$ cat src/rtl/gdrv_pkg.sv
package gdrv_pkg;

    typedef enum logic [1:0] {
        ST_OFF   = 2'd0,
        ST_BLANK = 2'd1,
        ST_ON    = 2'd2,
        ST_FAULT = 2'd3
    } gdrv_state_e;

    // bit positions of the synchronised input vector
    localparam int IX_POS   = 0;
    localparam int IX_NEG   = 1;
    localparam int IX_SHUT  = 2;
    localparam int IX_DESAT = 3;
    localparam int IX_GLOW  = 4;
    localparam int IX_UVIN  = 5;
    localparam int IX_UVOUT = 6;
    localparam int IX_LINK  = 7;
    localparam int N_SYNC   = 8;

    // safe values during reset: inverting input high, gate-low true
    localparam logic [N_SYNC-1:0] SYNC_RST = 8'b0001_0010;

endpackage

$ cat src/rtl/gdrv_sync.sv
module gdrv_sync #(
    parameter int              W       = 8,
    parameter logic [W-1:0]    RST_VAL = '0
) (
    input  logic         clk,
    input  logic         rst_n,
    input  logic [W-1:0] d_async,
    output logic [W-1:0] d_sync
);
    logic [W-1:0] meta;

    always_ff @(posedge clk or negedge rst_n) begin
        if (!rst_n) begin
            meta   <= RST_VAL;
            d_sync <= RST_VAL;
        end else begin
            meta   <= d_async;
            d_sync <= meta;
        end
    end
endmodule

$ cat src/rtl/gdrv_deglitch.sv
module gdrv_deglitch #(
    parameter int FILT_CYC = 8,
    parameter bit RST_VAL  = 1'b0
) (
    input  logic clk,
    input  logic rst_n,
    input  logic din,
    output logic dout
);
    localparam int            CW   = $clog2(FILT_CYC + 1);
    localparam logic [CW-1:0] LAST = CW'(FILT_CYC - 1);

    logic [CW-1:0] run;

    always_ff @(posedge clk or negedge rst_n) begin
        if (!rst_n) begin
            dout <= RST_VAL;
            run  <= '0;
        end else if (din == dout) begin
            run <= '0;
        end else if (run == LAST) begin
            dout <= din;
            run  <= '0;
        end else begin
            run <= run + 1'b1;
        end
    end


    filt_follow_chk: assert property (@(posedge clk) disable iff (!rst_n)
        (dout != $past(dout)) |-> ($past(din) == dout));


    filt_hold_chk: assert property (@(posedge clk) disable iff (!rst_n)
        ($past(din) == $past(dout)) |-> $stable(dout));
endmodule

$ cat src/rtl/gdrv_fsm.sv
module gdrv_fsm
    import gdrv_pkg::*;
#(
    parameter int BLANK_CYC = 16,
    parameter int CLR_CYC   = 64
) (
    input  logic clk,
    input  logic rst_n,
    input  logic want,
    input  logic health,
    input  logic desat,
    input  logic shut_ok,
    output logic gate_on,
    output logic blank_win,
    output logic fault_n
);
    localparam int            BW     = $clog2(BLANK_CYC + 1);
    localparam logic [BW-1:0] B_LAST = BW'(BLANK_CYC - 1);
    localparam int            LW     = $clog2(CLR_CYC + 1);
    localparam logic [LW-1:0] L_MAX  = LW'(CLR_CYC);

    gdrv_state_e   state, state_nx;
    logic [BW-1:0] bcnt;
    logic [LW-1:0] low_cnt;
    logic          shut_prev;
    logic          run_ok;
    logic          clear_ok;

    assign run_ok   = health && want;
    assign clear_ok = shut_ok && !shut_prev && (low_cnt >= L_MAX);

    // next-state decision
    always_comb begin
        state_nx = state;
        unique case (state)
            ST_OFF:   if (run_ok) state_nx = ST_BLANK;
            ST_BLANK: begin
                if (!run_ok)            state_nx = ST_OFF;
                else if (bcnt == B_LAST) state_nx = ST_ON;
            end
            ST_ON: begin
                if (desat)        state_nx = ST_FAULT;
                else if (!run_ok) state_nx = ST_OFF;
            end
            ST_FAULT: if (clear_ok) state_nx = ST_OFF;
        endcase
    end

    // state register and counters
    always_ff @(posedge clk or negedge rst_n) begin
        if (!rst_n) begin
            state     <= ST_OFF;
            bcnt      <= '0;
            low_cnt   <= '0;
            shut_prev <= 1'b0;
        end else begin
            state     <= state_nx;
            bcnt      <= (state == ST_BLANK && state_nx == ST_BLANK) ? bcnt + 1'b1 : '0;
            shut_prev <= shut_ok;
            if (shut_ok)
                low_cnt <= '0;
            else if (low_cnt != L_MAX)
                low_cnt <= low_cnt + 1'b1;
        end
    end

    // outputs from state
    always_comb begin
        gate_on   = 1'b0;
        blank_win = 1'b0;
        fault_n   = 1'b1;
        unique case (state)
            ST_OFF:   ;
            ST_BLANK: begin gate_on = 1'b1; blank_win = 1'b1; end
            ST_ON:    gate_on = 1'b1;
            ST_FAULT: fault_n = 1'b0;
        endcase
    end


    gate_needs_cmd_chk: assert property (@(posedge clk) disable iff (!rst_n)
        gate_on |-> $past(run_ok));


    shut_forces_off_chk: assert property (@(posedge clk) disable iff (!rst_n)
        !shut_ok |=> !gate_on);


    blank_no_trip_chk: assert property (@(posedge clk) disable iff (!rst_n)
        blank_win |=> fault_n);


    fault_sticky_chk: assert property (@(posedge clk) disable iff (!rst_n)
        (!fault_n && !clear_ok) |=> !fault_n);


    trip_chk: assert property (@(posedge clk) disable iff (!rst_n)
        (gate_on && !blank_win && desat) |=> (!fault_n && !gate_on));
endmodule

$ cat src/rtl/gdrv_guard.sv
module gdrv_guard
    import gdrv_pkg::*;
#(
    parameter int FILT_CYC  = 8,
    parameter int BLANK_CYC = 16,
    parameter int CLR_CYC   = 64,
    parameter int UV2_DLY   = 4
) (
    input  logic clk,
    input  logic rst_n,
    input  logic cmd_pos,
    input  logic cmd_neg,
    input  logic shut_n,
    input  logic desat_hit,
    input  logic gate_low,
    input  logic uv_in_ok,
    input  logic uv_out_ok,
    input  logic link_ok,
    output logic gate_on,
    output logic clamp_en,
    output logic fault_n,
    output logic ready,
    output logic blank_win
);
    localparam int N_FILT = 3;

    logic [N_SYNC-1:0] raw_v, syn_v;
    logic [N_FILT-1:0] filt_v;
    logic              uv_out_late;
    logic              health, want;

    always_comb begin
        raw_v           = '0;
        raw_v[IX_POS]   = cmd_pos;
        raw_v[IX_NEG]   = cmd_neg;
        raw_v[IX_SHUT]  = shut_n;
        raw_v[IX_DESAT] = desat_hit;
        raw_v[IX_GLOW]  = gate_low;
        raw_v[IX_UVIN]  = uv_in_ok;
        raw_v[IX_UVOUT] = uv_out_ok;
        raw_v[IX_LINK]  = link_ok;
    end

    gdrv_sync #(.W(N_SYNC), .RST_VAL(SYNC_RST)) u_sync (
        .clk     (clk),
        .rst_n   (rst_n),
        .d_async (raw_v),
        .d_sync  (syn_v)
    );

    // the three command inputs occupy the low sync bits
    for (genvar g = 0; g < N_FILT; g++) begin : g_filt
        gdrv_deglitch #(.FILT_CYC(FILT_CYC), .RST_VAL(SYNC_RST[g])) u_dg (
            .clk   (clk),
            .rst_n (rst_n),
            .din   (syn_v[g]),
            .dout  (filt_v[g])
        );
    end

    if (UV2_DLY == 0) begin : g_nodly
        assign uv_out_late = syn_v[IX_UVOUT];
    end else begin : g_dly
        logic [UV2_DLY-1:0] chain;
        always_ff @(posedge clk or negedge rst_n) begin
            if (!rst_n) chain <= '0;
            else        chain <= {chain[UV2_DLY-2 >= 0 ? UV2_DLY-2 : 0 : 0], syn_v[IX_UVOUT]};
        end
        assign uv_out_late = chain[UV2_DLY-1];
    end

    assign health = syn_v[IX_UVIN] & syn_v[IX_UVOUT] & syn_v[IX_LINK];
    assign want   = filt_v[IX_POS] & ~filt_v[IX_NEG] & filt_v[IX_SHUT];

    gdrv_fsm #(.BLANK_CYC(BLANK_CYC), .CLR_CYC(CLR_CYC)) u_fsm (
        .clk       (clk),
        .rst_n     (rst_n),
        .want      (want),
        .health    (health),
        .desat     (syn_v[IX_DESAT]),
        .shut_ok   (filt_v[IX_SHUT]),
        .gate_on   (gate_on),
        .blank_win (blank_win),
        .fault_n   (fault_n)
    );

    assign ready    = syn_v[IX_UVIN] & syn_v[IX_LINK] & uv_out_late;
    assign clamp_en = ~gate_on & syn_v[IX_GLOW];


    health_off_chk: assert property (@(posedge clk) disable iff (!rst_n)
        !health |=> !gate_on);


    ready_in_chk: assert property (@(posedge clk) disable iff (!rst_n)
        ($past(uv_in_ok) == 1'b0 && $past(uv_in_ok, 2) == 1'b0 && $past(rst_n, 2)) |-> !ready);
endmodule

$ cat config.mk
export PLATFORM = sky130hd
export DESIGN_NAME = gdrv_guard
export DESIGN_NICKNAME = d
export VERILOG_FILES = /design/src/rtl/gdrv_pkg.sv /design/src/rtl/gdrv_sync.sv /design/src/rtl/gdrv_deglitch.sv /design/src/rtl/gdrv_fsm.sv /design/src/rtl/gdrv_guard.sv
export SDC_FILE = /design/constraint.sdc
export NUM_CORES = 1
export LEC_CHECK = 0
export ABC_AREA = 1
export BUFFER_PORTS_ARGS = -buffer_cell sky130_fd_sc_hd__buf_4
export CAP_MARGIN = 5
export CELL_PAD_IN_SITES_DETAIL_PLACEMENT = 0
export CELL_PAD_IN_SITES_GLOBAL_PLACEMENT = 1
export CORE_AREA = 2 2 69 71
export CTS_CLUSTER_DIAMETER = 50
export DETAILED_ROUTE_END_ITERATION = 10
export DIE_AREA = 0 0 71 73
export HOLD_SLACK_MARGIN = 0.06
export PLACE_DENSITY = 0.9
export SKIP_LAST_GASP = 1
export SLEW_MARGIN = 30
export SYNTH_ARGS = -nofsm -noshare
export SYNTH_HDL_FRONTEND = slang
export SYNTH_HIERARCHICAL = 1
export SYNTH_SLANG_ARGS = --single-unit
$ cat constraint.sdc
create_clock -name clk -period 2.8 [get_ports clk]
set_input_delay 0 -clock clk [delete_from_list [all_inputs] [get_ports clk]]
set_output_delay 0 -clock clk [all_outputs]
set_load 0.05 [all_outputs]
==> results of run 1 <==
## routing by layer
layer  up-vias  routed length [microns]  global-route usage [%]  share of wire (%)
met1       641                     1460                    18.2                 46
met3         6                       91                    4.28                2.9
li1        708                        -                       -                  -
met4         0                       80                    6.92                2.5
met5         -                        0                       0                  0
met2        16                     1540                    24.2                 49
## area by class of cell
class	instances	area (sq um)
Inverter	40	150
Fill cell	418	2110
Clock inverter	1	5.00
Sequential cell	50	1260
Timing Repair Buffer	23	195
Multi-Input combinational cell	122	666
Clock buffer	7	86.3
Tap cell	54	67.6
## metrics by stage
step / setup slack [ns] / utilization (%) / cells / power (W)
final: 1.07 / 53.5 / 297 / 0.00214
after global routing: 0.919 / 53.5 / 297 / 0.00233
after CTS: 1.05 / 53.5 / 297 / 0.00217
after detailed placement: 1.07 / 49.5 / 280 / 0.00173
after global placement: 1.14 / 49.5 / 280 / 0.00171
after floorplan: 1.10 / - / 212 / 0.00155
## logic make-up after synthesis
family                   count (synthesis)
AND/OR/NAND/NOR                         94
adder cells (fa/ha/maj)                 11
XOR/XNOR                                 7
flip-flops                              50
AO/OA/AOI/OAI                           10
buffers and inverters                   40
## state kept, by name, summed over array words and instances, names as in the netlist
signal,flops
u_sync/d_sync,8
g_dly.chain,4
g_filt.u_dg/dout,3
u_fsm/shut_prev,1
u_fsm/low_cnt,7
g_filt.u_dg/run,12
u_fsm/bcnt,5
u_sync/meta,8
u_fsm/state,2
## report_power, final
group | switching (W) | total [W] | internal (W) | leakage, nW
clock network | 0.000222 | 0.000421 | 0.000199 | 0.0482
registers | 0.000145 | 0.00102 | 0.000876 | 0.620
logic | 0.000435 | 0.000699 | 0.000264 | 0.550
total | 0.000802 | 0.00214 | 0.00134 | 1.22
## worst min-delay path by stage
| stage | startpoint | end | cells after the start |
|---|---|---|---|
| 2_1_floorplan | rst_n | g_dly.chain[0]$_DFF_PN0_ | 0 |
| 3_3_place_gp | rst_n | g_dly.chain[1]$_DFF_PN0_ | 1 |
| 3_5_place_dp | rst_n | g_dly.chain[1]$_DFF_PN0_ | 1 |
| 4_1_cts | rst_n | u_fsm/shut_prev$_DFF_PN0_ | 2 |
| 5_1_grt | rst_n | g_dly.chain[1]$_DFF_PN0_ | 2 |
| 6_report | rst_n | u_fsm/low_cnt[1]$_DFFE_PN0P_ | 2 |
## cell usage in the layout, fill, tap and decap left out
cell type / instances
a21oi_1: 5
and3_1: 1
buf_4: 14
clkbuf_1: 1
clkbuf_8: 6
clkinv_2: 1
dfrtp_1: 45
dfstp_2: 5
dlygate4sd3_1: 9
ha_1: 11
inv_1: 37
inv_2: 3
nand2_1: 39
nand2_2: 2
nand3_1: 11
nand3_2: 2
nand4_1: 4
nor2_1: 29
nor2_2: 2
nor3_1: 1
nor3_2: 1
nor4_1: 1
o21ai_1: 4
o31ai_1: 1
or2_1: 1
xnor2_1: 4
xor2_1: 3
## repair_timing
action / CTS / global route
endpoints found under the setup margin: 0 / 0
setup buffers: 0 / 0
resized for setup: 0 / 0
hold buffers: 9 / 0
hold endpoints to repair: 53 / 0
==> flow_summary.ini, run 1 <==
[outcome]
status = finished, final reports clean

[sta]
worst_pin_slew_ns = 0.602
skew_ns = 0.00884
setup_viol = 0
setup_tns_ns = 0
slew_headroom_pct = 59.9
rsz0062_at_grt = false
period_share_pct = 61.8
hold_viol = 0
fmax_mhz = 578
period_minus_slack_ns = 1.73
hold_slack_ns = 0.246
maxSlewViolCount = 0

[synthesis]
synthAdderAreaFrac_pct = 6.64
synth_top_area_share_pct = 54.3
muxShareOfSynthArea_pct = 0
yosys.area.top_type = dfrtp_1
synth_edf_count = 0
synth_cells = 212
syn-num-nets = 233
ys_warn_count = 6
ys_seq_area_share_pct = 60.7
synth_most_common_cell = dfrtp_1
synth-main-ff-cell = dfrtp_1
synth_cell_types = 22
synth_compound_area_share_pct = 2.53
synth_common_cells = 45 x dfrtp_1, 39 x nand2_1, 37 x inv_1, 29 x nor2_1
synth.cell_area_sq_um = 2070
synth_xor_area_share_pct = 2.96
ys_seq_elements = 50
synth_area_per_cell_sq_um = 9.78
yosys.area_share.simple_pct = 20.0
yosys-top-cells-area = dfrtp_1 54%, nand2_1 7.1%, inv_1 6.7%
synth_top_family_by_area = simple AND/OR/NAND/NOR gates
synth-async-reset-ratio_pct = 100

[clocking]
numClockSinks = 50
htreeDepth = 2
path_clk_slew_ns = 0.09
cts_tree = yes
cts_made_buffers = 5
clk_latency_ns = 0.30
cts_root_buf = clkbuf_8
clk_path_buf_depth = 2

[worst_setup_path]
path_cells = ha_1 > and3_1 > ha_1 > inv_1 > nand2_1 > a21oi_1 > nor2_1 > nor2_2 > nand3_2 > nor2_1
rrSetupSlack_ns = 1.07
critical_path_required_ns = 3.04
cp-end-kind = register
criticalPathCategory = register to register
r2r_start = u_fsm/bcnt[0]$_DFF_PN0_
cp-start-kind = register
slowest_delay_ns = 0.41
cp.depth = 10
critPathSlowestCell = dfrtp_1
crit_fanout = 5
r2r_cells = 10
r2r-end = u_fsm/bcnt[3]$_DFF_PN0_
path_buf_inv = 1
endpoint = u_fsm/bcnt[3]$_DFF_PN0_
crit_family = simple AND/OR/NAND/NOR gates
worstSetupStartpoint = u_fsm/bcnt[0]$_DFF_PN0_
arrival_ns = 1.97

[flow_run]
cap_violations = 0

[grt]
grt_overflow = 0
antenna_found_initial = 0
grt_max_degree = 51
grt_pass1_wl_microns = 5880
grt_usage_pct = 14.8
grt_pass1_vias = 1371

[placement]
gp_congestion = 0.768
placed_cell_area_sq_um = 2250
place_hpwl_microns = 2160
io_buffers = 14

[finish]
design_area_sq_um = 2430
area_growth_pct = 17.1
nNetsFinal = 263
drive_gt1_share_pct = 14.8
diodes = 0

[floorplan]
fp.coreArea_sq_um = 4540
rows = 25
die_area_sq_um = 5180
start_util_pct = 45.7
fp.dieH_microns = 73
die_x_microns = 71
io_pins = 15

[detailed_routing]
drt_pass1_iterations = 4
post_drt_wl_per_cell_microns = 10.7
drt-total-wl_microns = 3170
drc = 0
routed_via_density = 4.62
via_count = 1371
ant_nets = 0
drt_iter0_markers = 53

[min_path]
hold_path.class = input port to asynchronous set/reset pin

[power_and_ir_drop]
powerDensity_nw_per_um2 = 882
p_leak_nw = 1.22
vdd_drop_max_v = 0.000465
No activity file was read; power rests on OpenSTA's default activity.
==> run 2: changes to the inputs <==
--- a/config.mk
+++ b/config.mk
@@ -10,12 +10,12 @@
 export CAP_MARGIN = 5
 export CELL_PAD_IN_SITES_DETAIL_PLACEMENT = 0
 export CELL_PAD_IN_SITES_GLOBAL_PLACEMENT = 1
-export CORE_AREA = 2 2 69 71
+export CORE_AREA = 2 2 71 73
 export CTS_CLUSTER_DIAMETER = 50
 export DETAILED_ROUTE_END_ITERATION = 10
-export DIE_AREA = 0 0 71 73
+export DIE_AREA = 0 0 73 75
 export HOLD_SLACK_MARGIN = 0.06
-export PLACE_DENSITY = 0.9
+export PLACE_DENSITY = 0.86
 export SKIP_LAST_GASP = 1
 export SLEW_MARGIN = 30
 export SYNTH_ARGS = -nofsm -noshare
==> constraint.sdc (replaced) <==
create_clock -name clk -period 1.75 [get_ports clk]
set_input_delay 0 -clock clk [delete_from_list [all_inputs] [get_ports clk]]
set_output_delay 0 -clock clk [all_outputs]
set_load 0.05 [all_outputs]
==> run 2 against run 1 <==
  * Global-route usage decreased by 1.8 points
  * Routed wire length shrank 3.7%
  * Worst hold slack got worse by 0.0031 ns
  * Sequential power grew 57%
  * Final area grew 1.5%
  * Utilization decreased by 0.63 points
  * Critical path depth did not move
  * Combinational power grew 69%
  * Worst setup slack worse by 0.97 ns
  * Flip-flop and latch count did not move
  * Via count grew 2.0%
  * Largest cell class unchanged
  * Largest power group unchanged
  * Highest routed layer unchanged
==> flow_summary.ini, run 2 (synthesis results as in run 1) <==
[detailed_routing]
routed_via_density = 4.66
drc = 0
ant_nets = 0
via_count = 1399
drt-total-wl_microns = 3050
drt_pass1_iterations = 4
post_drt_wl_per_cell_microns = 10.2
drt_iter0_markers = 58

[placement]
place_hpwl_microns = 2100
io_buffers = 14
gp_congestion = 0.789
post-place-ws_ns = 0.0681

[power_and_ir_drop]
power.internal_w = 0.00214
powerDensity_nw_per_um2 = 1390
swShare_pct = 37.6
vdd_drop_max_v = 0.000567
clockPowerShare_pct = 18.8
p_total_w = 0.00342
p_leak_nw = 1.23
pwr-share-comb_pct = 34.4
switchingPower_w = 0.00128
power_frac_seq_pct = 46.8

[sta]
hold_viol = 0
setup_viol = 0
skew_ns = 0.00974
rsz0062_at_grt = true
slew_headroom_pct = 60.3
hold_slack_ns = 0.243
fmax_mhz = 607
worst_pin_slew_ns = 0.595
maxSlewViolCount = 0
period_share_pct = 94.2
period_minus_slack_ns = 1.65
fin_ws_ns = 0.102

[finish]
drive_gt1_share_pct = 17.5
final_cell_mix = 45 x dfrtp_1, 39 x nand2_1, 36 x inv_1, 29 x nor2_1, 17 x buf_4
area_growth_pct = 18.9
diodes = 0
reg.largest.list = g_filt.u_dg/run: 12 flops, u_sync/d_sync: 8 flops, u_sync/meta: 8 flops
final_common_cell = dfrtp_1
largest_reg_flops = 12
nNetsFinal = 266
top_register = g_filt.u_dg/run

[clocking]
numClockSinks = 50
htreeDepth = 2
cts_root_buf = clkbuf_8
cts_made_buffers = 5
cts_tree = yes
path_clk_slew_ns = 0.09
clk_path_buf_depth = 2
clk_latency_ns = 0.30

[grt]
grt_pass1_vias = 1292
use_met1_pct = 16.0
use_met3_pct = 3.75
antenna_found_initial = 0
grt_max_degree = 51
top_usage_layer = met2
grt_pass1_wl_microns = 5380
grt_usage_pct = 13.0
use_met2_pct = 20.7
grt_overflow = 0

[worst_setup_path]
r2r-end = u_fsm/bcnt[2]$_DFF_PN0_
path_buf_inv = 1
criticalPathCategory = register to register
arrival_ns = 1.89
cp-end-kind = register
r2r_cells = 10
crit_family = simple AND/OR/NAND/NOR gates
critPathSlowestCell = dfrtp_1
cp-start-kind = register
crit_fanout = 5
rrSetupSlack_ns = 0.10
r2r_start = u_fsm/bcnt[0]$_DFF_PN0_
cpMostUsedCell = nor2_1
critical_path_required_ns = 1.99
slowest_delay_ns = 0.40
path_cells = ha_2 > and3_4 > ha_4 > inv_2 > nand2_1 > a21oi_1 > nor2_1 > nor2_2 > nand3_2 > nor2_1

[floorplan]
start_util_pct = 44.5
fp.dieH_microns = 75
rows = 25
die_x_microns = 73
io_pins = 15
fp.coreArea_sq_um = 4660
die_area_sq_um = 5480

[flow_run]
cap_violations = 0

[outcome]
status = finished, final reports clean

[min_path]
hold_path.class = input port to asynchronous set/reset pin
run 2: area by class of cell:
| type | instances | area, sq um |
|---|---|---|
| Inverter | 40 | 150 |
| Sequential cell | 50 | 1260 |
| Clock buffer | 6 | 72.6 |
| Fill cell | 401 | 2200 |
| Multi-Input combinational cell | 122 | 686 |
| Clock inverter | 2 | 13.8 |
| Timing Repair Buffer | 26 | 218 |
| Tap cell | 54 | 67.6 |
run 2: power groups by stage:
stage	logic, W	registers, W	clock network (W)
finish	0.00118	0.00160	0.000642
global route	0.00134	0.00165	0.000708
CTS	0.00116	0.00160	0.000678
detailed placement	0.00114	0.00163	0
global placement	0.00112	0.00162	0
floorplan	0.000879	0.00159	0
run 2: how the worst max path moves through the flow:
stage,start,endpoint,slack [ns],cells after the start
4_1_cts,u_fsm/bcnt[0]$_DFF_PN0_,u_fsm/bcnt[0]$_DFF_PN0_,0.04,10
3_3_place_gp,u_fsm/bcnt[0]$_DFF_PN0_,u_fsm/bcnt[0]$_DFF_PN0_,0.09,10
6_report,u_fsm/bcnt[0]$_DFF_PN0_,u_fsm/bcnt[2]$_DFF_PN0_,0.10,10
2_1_floorplan,u_fsm/state[1]$_DFF_PN0_,clamp_en,0.05,3
5_1_grt,u_fsm/bcnt[1]$_DFF_PN0_,u_fsm/bcnt[2]$_DFF_PN0_,-0.02,10
3_5_place_dp,u_fsm/bcnt[0]$_DFF_PN0_,u_fsm/bcnt[0]$_DFF_PN0_,0.07,10
run 2: metrics by stage:
step           cell area, sq um  TNS (ns)  util, %  instances
6_report                   2460         0     52.9        300
5_1_grt                    2460   -0.0380     52.9        300
4_1_cts                    2430         0     52.1        298
3_5_place_dp               2250         0     48.3        281
3_3_place_gp               2250         0     48.3        281
2_1_floorplan              2070         0        -        212
run 2: worst reg2reg max path: cells and delay by family (launching register included):
family          cells  cell delay, ns
buf+inv             1            0.04
flops               1            0.40
compound gates      1            0.14
simple gates        6            0.68
fa+ha+maj           2            0.33
run 2: layer usage:
metal / part of all wire (%) / wire length, microns / vias to the layer above
li1: - / - / 714
met1: 47 / 1430 / 655
met2: 48 / 1450 / 23
met3: 3.2 / 97 / 7
met4: 2.4 / 72 / 0
met5: 0 / 0 / -
run 2: timing repair:
action / 4_1_cts / 5_1_grt
hold endpoints to repair: 53 / 0
resized for setup: 0 / 5
hold buffers: 9 / 0
buffers inserted: 0 / 2
endpoints found under the setup margin: 0 / 5
==> run 3: changes to the inputs <==
==> constraint.sdc (replaced) <==
create_clock -name clk -period 1.8 [get_ports clk]
set_input_delay 0 -clock clk [delete_from_list [all_inputs] [get_ports clk]]
set_output_delay 0 -clock clk [all_outputs]
set_load 0.05 [all_outputs]
==> run 3 against run 2 <==
  * Clock power rose by 23%
  * Worst hold slack got worse by 0.012 ns
  * Sequential power is 3% lower
  * Global-route usage about the same
  * Final area up 1.1%
  * Routed wire length fell by 0.72%
  * First-iteration DRC count up 98%
  * Utilization rose by 0.56 points
  * Combinational power down 3%
  * Clock-buffer cell count fell by 1
  * Worst setup slack better by 0.015 ns
  * Highest routed layer unchanged
  * Critical endpoint is now u_fsm/bcnt[1]$_DFF_PN0_
  * Largest cell class unchanged
==> flow_summary.ini, run 3 (synthesis results as in run 1) <==
[sta]
setup_viol = 0
setup_tns_ns = 0
period_share_pct = 93.5
slew_headroom_pct = 60.4
hold_viol = 0
worst_pin_slew_ns = 0.594
period_minus_slack_ns = 1.68
skew_ns = 0.00656
maxSlewViolCount = 0
fmax_mhz = 594
hold_slack_ns = 0.231

[detailed_routing]
dr_wl_met2_microns = 1360
drt_iter0_markers = 115
maxUsedRoutingLayer = met4
drt_pass1_iterations = 4
via_count = 1367
ant_nets = 0
post_drt_wl_per_cell_microns = 10.0
route.met3.wl_microns = 78
drc = 0
routed_via_density = 4.53
wl_met1_microns = 1500
drt-total-wl_microns = 3030

[power_and_ir_drop]
pwr-share-comb_pct = 32.7
power_frac_seq_pct = 44.7
p_total_w = 0.00348
swShare_pct = 36.2
clockPowerShare_pct = 22.6
p_leak_nw = 1.25
vdd_drop_max_v = 0.000581
powerDensity_nw_per_um2 = 1400
power.internal_w = 0.00222
switchingPower_w = 0.00126

[finish]
final_cell_mix = 45 x dfrtp_1, 39 x nand2_1, 37 x inv_1, 29 x nor2_1, 19 x buf_4
design_area_sq_um = 2490
final_common_cell = dfrtp_1
reg.largest.list = g_filt.u_dg/run: 12 flops, u_sync/d_sync: 8 flops, u_sync/meta: 8 flops
fin_cells = 302
drive_gt1_share_pct = 17.7
fill_cells = 420
top_register = g_filt.u_dg/run
nNetsFinal = 268
diodes = 0
largest_reg_flops = 12
area_growth_pct = 20.2

[clocking]
clk_path_buf_depth = 2
cts_tree = yes
htreeDepth = 2
cts_root_buf = clkbuf_8
numClockSinks = 50
path_clk_slew_ns = 0.09
cts_made_buffers = 5
clk_latency_ns = 0.31

[worst_setup_path]
criticalPathCategory = register to register
critPathSlowestCell = dfrtp_1
path_cells = ha_2 > and3_1 > ha_2 > inv_1 > nand2_1 > a21oi_1 > nor2_1 > nor2_2 > nand3_2 > nor2_1
crit_fanout = 5
worstSetupStartpoint = u_fsm/bcnt[0]$_DFF_PN0_
cp-start-kind = register
cp-end-kind = register
arrival_ns = 1.93
critical_path_required_ns = 2.05
r2r_start = u_fsm/bcnt[0]$_DFF_PN0_
path_buf_inv = 1
crit_family = simple AND/OR/NAND/NOR gates
slowest_delay_ns = 0.41

[flow_run]
cap_violations = 0

[outcome]
status = finished, final reports clean

[floorplan]
die_x_microns = 73
fp.dieH_microns = 75
start_util_pct = 44.5
rows = 25
die_area_sq_um = 5480
fp.coreArea_sq_um = 4660
io_pins = 15

[placement]
io_buffers = 14
place_hpwl_microns = 2080
placed_cell_area_sq_um = 2250
dp.cells = 281
gp_congestion = 0.789

[grt]
grt_max_degree = 51
grt_pass1_wl_microns = 5290
grt_usage_pct = 13.0
antenna_found_initial = 0
grt_pass1_vias = 1211
grt_overflow = 0

[min_path]
hold_path.class = input port to asynchronous set/reset pin
-- run 3: per-layer routing --
layer  vias to the layer above  track usage [%]
li1                        716                -
met1                       628             16.6
met2                        17             19.4
met3                         6             4.02
met4                         0             8.02
met5                         -                0
-- run 3: what timing repair did --
action	in CTS	in global routing
hold buffers	9	0
setup endpoints to repair	0	5
resized for setup	0	2
endpoints found under the hold margin	53	0
setup buffers	0	4
-- run 3: power groups by stage --
stage | Clock [W] | Combinational, W | Sequential [W]
2_1_floorplan | 0 | 0.000855 | 0.00155
3_3_place_gp | 0 | 0.00109 | 0.00158
3_5_place_dp | 0 | 0.00110 | 0.00158
4_1_cts | 0.000818 | 0.00112 | 0.00156
5_1_grt | 0.000861 | 0.00130 | 0.00160
6_report | 0.000787 | 0.00114 | 0.00156
-- run 3: worst paths after layout --
check	cells after the start	to	slack [ns]
min in group clk	2	u_sync/meta[7]$_DFF_PN0_	0.34
max	10	u_fsm/bcnt[1]$_DFF_PN0_	0.12
min reg2reg	0	u_sync/d_sync[1]$_DFF_PN1_	0.35
min	2	u_sync/d_sync[6]$_DFF_PN0_	0.23
max reg2reg	10	u_fsm/bcnt[1]$_DFF_PN0_	0.12
max in group asynchronous	2	g_filt[0].u_dg/run[1]$_DFF_PN0_	1.16
-- run 3: stage by stage --
| stage | worst slack, ns | utilization [%] |
|---|---|---|
| 2_1_floorplan | 0.102 | - |
| 3_3_place_gp | 0.139 | 48.3 |
| 3_5_place_dp | 0.108 | 48.3 |
| 4_1_cts | 0.0889 | 52.7 |
| 5_1_grt | -0.00265 | 53.4 |
| 6_report | 0.116 | 53.4 |
-- run 3: area by class of cell --
class	count	area [sq um]	share of cell area, %
Sequential cell	50	1260	50.5
Clock inverter	3	43.8	1.76
Tap cell	54	67.6	2.71
Timing Repair Buffer	28	233	9.34
Inverter	40	150	6.03
Multi-Input combinational cell	122	671	26.9
Clock buffer	5	68.8	2.76
